## config.mk

```make
export PLATFORM = sky130hd
export DESIGN_NAME = adcseq
export DESIGN_NICKNAME = d
export VERILOG_FILES = /design/src/rtl/adcseq_pkg.sv /design/src/rtl/adcseq_dp.sv /design/src/rtl/adcseq_ctrl.sv /design/src/rtl/adcseq.sv
export SDC_FILE = /design/constraint.sdc
export NUM_CORES = 1
export LEC_CHECK = 0
export ABC_AREA = 1
export BUFFER_PORTS_ARGS = -buffer_cell sky130_fd_sc_hd__buf_2
export CAP_MARGIN = 20
export CORE_MARGIN = 5
export CORE_UTILIZATION = 50
export DETAILED_ROUTE_END_ITERATION = 8
export PLACE_DENSITY = 0.69
export SLEW_MARGIN = 20
export SYNTH_ARGS = -nofsm -noshare
export SYNTH_HDL_FRONTEND = slang
export SYNTH_SLANG_ARGS = --single-unit
```

## constraint.sdc

```tcl
create_clock -name clk -period 4.6 [get_ports clk]
set_input_delay 0 -clock clk [delete_from_list [all_inputs] [get_ports clk]]
set_output_delay 0 -clock clk [all_outputs]
set_load 0.02 [all_outputs]
```

## src/rtl/adcseq_pkg.sv

```systemverilog
package adcseq_pkg;
  localparam int CFG_W    = 14;
  localparam int CHAN_LSB = 7;
  localparam int CHAN_W   = 3;
  localparam logic [CFG_W-1:0] BOOT_CFG = 14'h3C79;

  typedef enum logic [2:0] {
    ST_BOOT, ST_IDLE, ST_PREP, ST_SEND, ST_XFER, ST_GAP
  } seqState_t;

  typedef enum logic {JOB_RAW, JOB_READ} job_t;

  // strobes from control to datapath
  typedef struct packed {
    logic loadInit;
    logic loadRaw;
    logic loadChan;
    logic startFrame;
    logic sendZero;
    logic latchSample;
  } dpStrobe_t;
endpackage

```

## src/rtl/adcseq_dp.sv

```systemverilog
module adcseq_dp
  import adcseq_pkg::*;
#(
  parameter int RES     = 16,
  parameter int CLK_DIV = 4
) (
  input  logic              clk,
  input  logic              rstN,
  input  dpStrobe_t         stb,
  input  logic [CFG_W-1:0]  rawCfg,
  input  logic [CHAN_W-1:0] chanSel,
  input  logic              miso,
  output logic              sclk,
  output logic              csN,
  output logic              mosi,
  output logic              frameDone,
  output logic [RES-1:0]    sample
);
  localparam int SHIFT = RES - CFG_W;
  localparam int DIV_W = $clog2(CLK_DIV) + 1;
  localparam int BIT_W = $clog2(RES);

  logic [CFG_W-1:0] shadow;
  logic [RES-1:0]   txWord, txSh, rxSh;
  logic [DIV_W-1:0] divCnt;
  logic [BIT_W-1:0] bitCnt;
  logic             active;

  // shadow configuration: full replace or channel field only
  always_ff @(posedge clk or negedge rstN) begin
    if (!rstN) begin
      shadow <= '0;
    end else if (stb.loadInit) begin
      shadow <= BOOT_CFG;
    end else if (stb.loadRaw) begin
      shadow <= rawCfg;
    end else if (stb.loadChan) begin
      shadow[CHAN_LSB +: CHAN_W] <= chanSel;
    end
  end

  always_comb begin
    txWord = RES'(shadow) << SHIFT;
    if (stb.sendZero) txWord = '0;
  end

  // mode-0 shifter: rise samples, fall shifts
  always_ff @(posedge clk or negedge rstN) begin
    if (!rstN) begin
      active    <= 1'b0;
      csN       <= 1'b1;
      sclk      <= 1'b0;
      txSh      <= '0;
      rxSh      <= '0;
      divCnt    <= '0;
      bitCnt    <= '0;
      frameDone <= 1'b0;
    end else begin
      frameDone <= 1'b0;
      if (stb.startFrame) begin
        active <= 1'b1;
        csN    <= 1'b0;
        sclk   <= 1'b0;
        txSh   <= txWord;
        divCnt <= '0;
        bitCnt <= '0;
      end else if (active) begin
        if (divCnt == DIV_W'(CLK_DIV - 1)) begin
          divCnt <= '0;
          if (!sclk) begin
            sclk <= 1'b1;
            rxSh <= {rxSh[RES-2:0], miso};
          end else begin
            sclk <= 1'b0;
            if (bitCnt == BIT_W'(RES - 1)) begin
              active    <= 1'b0;
              csN       <= 1'b1;
              frameDone <= 1'b1;
            end else begin
              bitCnt <= bitCnt + 1'b1;
              txSh   <= txSh << 1;
            end
          end
        end else begin
          divCnt <= divCnt + 1'b1;
        end
      end
    end
  end

  assign mosi = txSh[RES-1];

  always_ff @(posedge clk or negedge rstN) begin
    if (!rstN)                sample <= '0;
    else if (stb.latchSample) sample <= rxSh;
  end
endmodule

```

## src/rtl/adcseq_ctrl.sv

```systemverilog
module adcseq_ctrl
  import adcseq_pkg::*;
#(
  parameter int NUM_CH  = 8,
  parameter int GAP_CYC = 400
) (
  input  logic              clk,
  input  logic              rstN,
  input  logic              reqValid,
  input  logic              reqWrite,
  input  logic [CHAN_W-1:0] reqChan,
  input  logic              frameDone,
  output dpStrobe_t         stb,
  output logic [CHAN_W-1:0] tgtChan,
  output logic              reqReady,
  output logic              busy,
  output logic              done,
  output logic              err
);
  localparam int GAP_W = $clog2(GAP_CYC + 1);

  seqState_t         state;
  job_t              job;
  logic              capStep, firstSent, initPhase;
  logic [1:0]        initLeft;
  logic [CHAN_W-1:0] curChan;
  logic [GAP_W-1:0]  gapCnt;
  logic              accept, gapEnd, badChan;

  assign reqReady = (state == ST_IDLE);
  assign accept   = reqValid && reqReady;
  assign gapEnd   = (state == ST_GAP) && (gapCnt == GAP_W'(GAP_CYC - 1));
  assign badChan  = ({1'b0, reqChan} >= (CHAN_W + 1)'(NUM_CH));

  always_comb begin
    stb             = '0;
    stb.loadInit    = (state == ST_BOOT);
    stb.loadRaw     = accept && reqWrite;
    stb.loadChan    = (state == ST_PREP);
    stb.startFrame  = (state == ST_SEND);
    stb.sendZero    = capStep;
    stb.latchSample = gapEnd && (job == JOB_READ) && capStep;
  end

  always_ff @(posedge clk or negedge rstN) begin
    if (!rstN) begin
      state     <= ST_BOOT;
      job       <= JOB_RAW;
      capStep   <= 1'b0;
      firstSent <= 1'b0;
      initPhase <= 1'b1;
      initLeft  <= '0;
      tgtChan   <= '0;
      curChan   <= '0;
      gapCnt    <= '0;
      busy      <= 1'b0;
      done      <= 1'b0;
      err       <= 1'b0;
    end else begin
      done <= 1'b0;
      err  <= 1'b0;
      case (state)
        ST_BOOT: begin
          job     <= JOB_RAW;
          capStep <= 1'b0;
          state   <= ST_SEND;
        end
        ST_IDLE: begin
          if (accept) begin
            if (reqWrite) begin
              job     <= JOB_RAW;
              capStep <= 1'b0;
              busy    <= 1'b1;
              state   <= ST_SEND;
            end else if (badChan) begin
              err <= 1'b1;
            end else begin
              tgtChan   <= reqChan;
              job       <= JOB_READ;
              capStep   <= 1'b0;
              firstSent <= 1'b0;
              busy      <= 1'b1;
              state     <= ST_PREP;
            end
          end
        end
        ST_PREP: state <= ST_SEND;
        ST_SEND: state <= ST_XFER;
        ST_XFER: begin
          if (frameDone) begin
            gapCnt <= '0;
            state  <= ST_GAP;
          end
        end
        ST_GAP: begin
          if (!gapEnd) begin
            gapCnt <= gapCnt + 1'b1;
          end else if (job == JOB_RAW) begin
            if (initPhase) begin
              job       <= JOB_READ;
              tgtChan   <= '0;
              capStep   <= 1'b0;
              firstSent <= 1'b0;
              initLeft  <= 2'd2;
              state     <= ST_PREP;
            end else begin
              done  <= 1'b1;
              busy  <= 1'b0;
              state <= ST_IDLE;
            end
          end else if (!capStep) begin
            firstSent <= 1'b1;
            capStep   <= firstSent || (tgtChan == curChan);
            state     <= ST_SEND;
          end else begin
            curChan <= tgtChan;
            if (initPhase && initLeft != 2'd1) begin
              initLeft  <= initLeft - 1'b1;
              capStep   <= 1'b0;
              firstSent <= 1'b0;
              state     <= ST_PREP;
            end else if (initPhase) begin
              initPhase <= 1'b0;
              state     <= ST_IDLE;
            end else begin
              done  <= 1'b1;
              busy  <= 1'b0;
              state <= ST_IDLE;
            end
          end
        end
        default: state <= ST_IDLE;
      endcase
    end
  end
endmodule

```

## src/rtl/adcseq.sv

```systemverilog
module adcseq
  import adcseq_pkg::*;
#(
  parameter int NUM_CH  = 8,
  parameter int RES     = 16,
  parameter int CLK_DIV = 4,
  parameter int CLK_HZ  = 200_000_000,
  parameter int GAP_NS  = 2000
) (
  input  logic              clk,
  input  logic              rstN,
  input  logic              reqValid,
  output logic              reqReady,
  input  logic              reqWrite,
  input  logic [CHAN_W-1:0] reqChan,
  input  logic [CFG_W-1:0]  reqCfg,
  output logic              busy,
  output logic              done,
  output logic              err,
  output logic [RES-1:0]    sample,
  output logic              sclk,
  output logic              csN,
  output logic              mosi,
  input  logic              miso
);
  localparam int GAP_RAW = ((CLK_HZ / 1000) * GAP_NS + 999_999) / 1_000_000;
  localparam int GAP_CYC = (GAP_RAW < 1) ? 1 : GAP_RAW;

  dpStrobe_t         stb;
  logic              frameDone;
  logic [CHAN_W-1:0] tgtChan;

  adcseq_ctrl #(.NUM_CH(NUM_CH), .GAP_CYC(GAP_CYC)) ctrl (
    .clk(clk), .rstN(rstN), .reqValid(reqValid), .reqWrite(reqWrite),
    .reqChan(reqChan), .frameDone(frameDone), .stb(stb), .tgtChan(tgtChan),
    .reqReady(reqReady), .busy(busy), .done(done), .err(err)
  );

  adcseq_dp #(.RES(RES), .CLK_DIV(CLK_DIV)) dp (
    .clk(clk), .rstN(rstN), .stb(stb), .rawCfg(reqCfg), .chanSel(tgtChan),
    .miso(miso), .sclk(sclk), .csN(csN), .mosi(mosi),
    .frameDone(frameDone), .sample(sample)
  );
endmodule

```

# After elaboration in Yosys (flattened, before gate mapping)
# Index checks and enable logic that the tools add are counted.
# totals
register_bits	99
in_bits	22
wordCells	179
output_inout_bits	23
# op_classes
mux	93
n_reduce_logical	33
n_eq_ne	24
bitwise	3
addsub	4
# op_table
cell	count
$mux W16	6
$mux W1	49
$mux W3	15
$mux W4	6
$reduce_and A4 Y1	5
$mux W9	2
$pmux W9 S2	1
$reduce_bool A2 Y1	8
$pmux W3 S5	1
$reduce_and A5 Y1	3
$mux W14	1
$ne A2 B2 Y1 const B	7
$mux W2	6
$reduce_and A6 Y1	2
$add A9 B1 Y9 const B	1
$eq A3 B2 Y1 const B	3
$eq A9 B9 Y1 const B	1
$reduce_and A3 Y1	3
$ne A2 B1 Y1 const B	4
$mux W7	1
$eq A3 B3 Y1 const B	2
$logic_and A1 B1 Y1	6
$ne A3 B3 Y1 const B	2
$pmux W1 S3	2
other kinds (16)	20

# Logic depth before layout (Yosys ltp)
# depth
ltp_word	7
mapped_depth	10
mapped_depth_nobuf	10

# Hierarchy
# From an unflattened synthesis, not the netlist that was laid out.
# hier_totals
hier_cells	548
area_unflattened_um2	4523.1
# by_module_without_submodules
mod	seq_area_each_um2	area_each_um2	cells_each	n_inst
adcseq_dp	1778.0	2999.1	338	1
adcseq_ctrl	651.9	1524.0	210	1

# Worst setup path before layout
# Ideal clock, no wire load.
# synth_path
kind	reg-to-reg
start	reg ctrl.gapCnt[0]
end	reg dp.sample[10]
arrival_ns	1.371
slack_ns	3.111
path_stages_with_launch	9
required_time_ns	4.482
path_buffers	2
period_less_slack_ns	1.489
setup_ns	0.118
path_cell_list	dfrtp_1 > ha_1 > nand3_2 > nor3_4 > nand3_2 > buf_6 > buf_6 > nand2_1 > o21ai_2
# synth_between
elab_chain_cells	4
# synth_lines
item	line_no	text
start: declaration	adcseq_ctrl.sv:27	logic [GAP_W-1:0] gapCnt;
start signal: assignment	adcseq_ctrl.sv:97	gapCnt <= gapCnt + 1'b1;
$eq A9 B9 Y1	adcseq_ctrl.sv:32	assign gapEnd = (state == ST_GAP) && (gapCnt == GAP_W'(GAP_CYC - 1));
$logic_and A1 B1 Y1	adcseq_ctrl.sv:32	
$logic_and A1 B1 Y1 (2 in a row)	adcseq_ctrl.sv:42	stb.latchSample = gapEnd && (job == JOB_READ) && capStep;
end signal: assignment	adcseq_dp.sv:95	else if (stb.latchSample) sample <= rxSh;
end: declaration	adcseq_dp.sv:17	output logic [RES-1:0] sample
# Every way passes these cells.
# A chain may end at the register's enable or synchronous reset.

# Worst setup path in the final report
# layout_path
start	reg ctrl.state[0]
end	reg dp.rxSh[1]
# layout_between
elab_chain_cells	3
# layout_lines
item	line_no	text
start: declaration	adcseq_ctrl.sv:22	seqState_t state;
start signal: assignment	adcseq_ctrl.sv:47	state <= ST_BOOT;
start signal: assignment	adcseq_ctrl.sv:66	state <= ST_SEND;
start signal: assignment	adcseq_ctrl.sv:74	state <= ST_SEND;
$eq A3 B2 Y1	adcseq_ctrl.sv:40	stb.startFrame = (state == ST_SEND);
$not A1 Y1 (no source line)	--	
$reduce_and A4 Y1 (no source line)	--	
end signal: assignment	adcseq_dp.sv:72	rxSh <= {rxSh[RES-2:0], miso};
end: declaration	adcseq_dp.sv:24	logic [RES-1:0] txWord, txSh, rxSh;
# Every way passes these cells.

==> results.md <==
* Synth async-reset ratio at 100%
* Peak supply drop at 236 µV
* Setup bufs post-CTS at 0
* FF-to-FF setup slack at 2.28 ns
* Worst hold start: reqCfg[8]
* Hpwl dp at 6280 µm
* Final Hold Viols at 0
* Worst slew pin tran at 0.963 ns
* CP Class: register to register
* Total Die Area at 11100 µm²
* CTS max path bufs at 2
* Total clock sinks at 97
* IO Count at 45
* Total CTS buffers at 9
* Flop and latch count out of synthesis at 97
* Number of flops mapped to enable cells by yosys at 0
* Syn avg cell area at 8.53 µm²
* Initial DRC count at 173
* Synthesis warning total at 0
* LEAKAGE at 2.58 nW
* Share of cells above drive strength 1 at 15.5%
* Post-Syn Nets at 561
* R2r startpoint: ctrl.state[0]$_DFFE_PN0P_
* Die W at 106 µm
* Clock transition at the registers of the reported paths at 0.09 ns
* H-Tree Depth at 3
* PortBufs at 43
* Routed via count at 3595
* Met3 WL at 298 µm
* Root Buffer Master: clkbuf_8
* Number of global-route vias before repair at 3516
* Initial antenna violation count at 0
* Hold endpoint: dp.shadow[8]$_DFFE_PN0P_
* Hold Path Cell Cnt at 3
* Latest clock arrival within the worst-skew pair at 0.35 ns
* Antenna Violating Nets Remaining at 0
* RD Place Congestion at 0.866
* Worst Hold Class: input pin to register
* Diode count at 0
* Worst slew margin at 35.6%
* R2r endpoint: dp.rxSh[1]$_DFFE_PN0P_
* Largest net degree at the start of global routing at 79
* Post-Syn Area at 4570 µm²
* DRC at 0
* Worst-path fanout max at 33
* Mapped Cells at 535
* Post-Route Utilization at 58.8%
* Global route overflow at 0
* Post-synth top flop: dfrtp_1
* R2R depth at 3
* Crit path arrival time at 2.50 ns
* CP endpoint kind: register
* Worst Path Required at 4.78 ns
* Gr usage total at 17.0%
* Fin. max-slew vios at 0
* CP Launch Type: register
* Yosys cell types at 37
* P&R area growth vs syn at 13.4%
* Setup_tns at 0 ns
* Drt pass-1 iters at 4
* Nets at 616
* Post-route minimum period at 2.32 ns
* Seq/Total Area, Yosys at 53.2%
* Initial Utilization at 51.8%
* CTS tree: built
* Status: finished, final reports clean
* Leading area contributor after synthesis: dfrtp_1
* Fill cells at 792
* Setup violators final at 0
* Pwr per Cell Area at 513 nW/µm²
* Top post-synthesis cells by area: dfrtp_1, nand2_1, o21ai_0
* Top routing layer in use: met4
* Maxcap violations at 0
* Top-area cell type share of the netlist area at 52.1%
* Metal1 wirelength at 4380 µm
* Core area at 8810 µm²
* Die height at 106 µm
* Routed WL at 9080 µm
* Peak Freq at 431 MHz
* RSZ-0062 raised after global routing: no
* Routed len/inst at 12.9 µm
* Skew final at 0.0115 ns
* First-pass GRT wire length at 15800 µm
* Tcrit/Tclk final at 50.4%
* DR vias/cell at 5.11
* Metal2 WL at 4300 µm
* Floorplan row count at 34
==> synth_stat cells (2+ instances only) <==
cell type	count
a21oi_1	6
a22oi_1	13
a31oi_1	2
buf_2	9
buf_4	3
buf_6	4
clkbuf_1	2
dfrtp_1	95
dfstp_2	2
ha_1	4
inv_1	51
inv_2	6
nand2_1	154
nand2_2	6
nand3_1	39
nand3_2	5
nand3b_1	2
nand4_1	3
nor2_1	37
nor2_2	2
nor3b_1	2
o21ai_0	50
o21ai_1	11
o21ai_2	10
xnor2_1	2
xor2_1	4
==> kinds of logic (layout without fill, tap and decap cells) <==
group           count (synthesis)  after routing  synth area share [%]
simple gates                  253            253                  24.1
compound gates                 97             97                  12.5
flops                          97             97                  53.2
buf+inv                        77            137                  7.86
xor+xnor                        6              6                  1.15
fa+ha+maj                       4              4                  1.10
other cells                     1              1                0.0821
==> placed cells by master, fill, tap and decap left out, types with 2 or more instances in the layout <==
master	n
nor3b_1	2
nand3_1	39
buf_4	2
dfrtp_1	95
dfstp_2	2
buf_2	42
nand4_1	3
inv_2	6
nand2_1	154
clkbuf_8	10
a31oi_1	2
inv_1	51
clkbuf_1	2
o21ai_1	11
o21ai_0	50
a22oi_1	13
a21oi_1	6
nand3b_1	2
o21ai_2	10
nor2_1	37
ha_1	4
dlygate4sd3_1	20
nand2_2	6
nand3_2	5
nor2_2	2
xor2_1	4
xnor2_1	2
==> area by class of cell <==
class | instances | area (µm²) | area share, %
timing repair buffer | 64 | 425 | 8.22
sequential | 97 | 2430 | 46.9
inverter | 57 | 214 | 4.13
clock buffer | 12 | 145 | 2.80
tap | 108 | 135 | 2.61
clock inverter | 4 | 51.3 | 0.991
multi-input combinational | 361 | 1780 | 34.3
==> state kept, by name, indices dropped and copies added, names as in the netlist <==
signal,flops
dp.rxSh,16
dp.sample,16
dp.shadow,14
dp.txSh,14
ctrl.gapCnt,9
dp.bitCnt,4
ctrl.curChan,3
ctrl.state,3
ctrl.tgtChan,3
dp.divCnt,3
ctrl.initLeft,2
ctrl.busy,1
ctrl.capStep,1
ctrl.done,1
ctrl.firstSent,1
ctrl.initPhase,1
ctrl.job,1
dp.active,1
dp.csN,1
dp.frameDone,1
dp.sclk,1
==> layer usage <==
metal | vias to the layer above | global-route usage [%]
met3 | 13 | 2.87
met5 | - | 0
met4 | 0 | 5.18
met2 | 59 | 28.8
li1 | 1835 | -
met1 | 1688 | 22.6
==> per-stage QoR <==
step / instances / hold slack, ns / total power (W) / worst slack, ns / cell area [µm²]
after floorplan: 535 / -0.296 / 0.00191 / 3.11 / 4570
after global placement: 667 / -0.110 / 0.00207 / 2.40 / 4780
after detailed placement: 667 / -0.106 / 0.00211 / 2.23 / 4780
after CTS: 703 / 0.00556 / 0.00268 / 2.26 / 5180
after global routing: 703 / 0.0143 / 0.00288 / 2.01 / 5180
final: 703 / 0.0166 / 0.00265 / 2.28 / 5180
==> worst max-delay path, cell delays in order (launching register included) <==
cell and delay [ns]:
dfrtp_1 0.53, nand3_2 0.47, nand3_1 0.93, o21ai_0 0.21
==> worst max-delay path by stage <==
stage,from,end,slack (ns),cells past startpoint
detailed placement,ctrl.state[2]$_DFFE_PN0P_,dp.rxSh[1]$_DFFE_PN0P_,2.23,4
CTS,ctrl.state[2]$_DFFE_PN0P_,dp.rxSh[1]$_DFFE_PN0P_,2.26,4
finish,ctrl.state[0]$_DFFE_PN0P_,dp.rxSh[1]$_DFFE_PN0P_,2.28,3
global route,ctrl.state[0]$_DFFE_PN0P_,dp.rxSh[3]$_DFFE_PN0P_,2.01,3
floorplan,ctrl.gapCnt[0]$_DFFE_PN0P_,dp.sample[10]$_DFFE_PN0P_,3.11,8
global placement,ctrl.state[2]$_DFFE_PN0P_,dp.sclk$_DFFE_PN0P_,2.40,4
==> power breakdown <==
| part | switching [W] | internal (W) |
|---|---|---|
| clock | 0.000284 | 0.000268 |
| sequential | 0.000148 | 0.00106 |
| combinational | 0.000600 | 0.000295 |
| total | 0.00103 | 0.00162 |
==> what timing repair did <==
| item | CTS | global route |
|---|---|---|
| endpoints found under the hold margin | 38 | 0 |
| gates resized for setup | 0 | 0 |
| hold buffers | 20 | 0 |
Power figures use the tool's default switching activity.
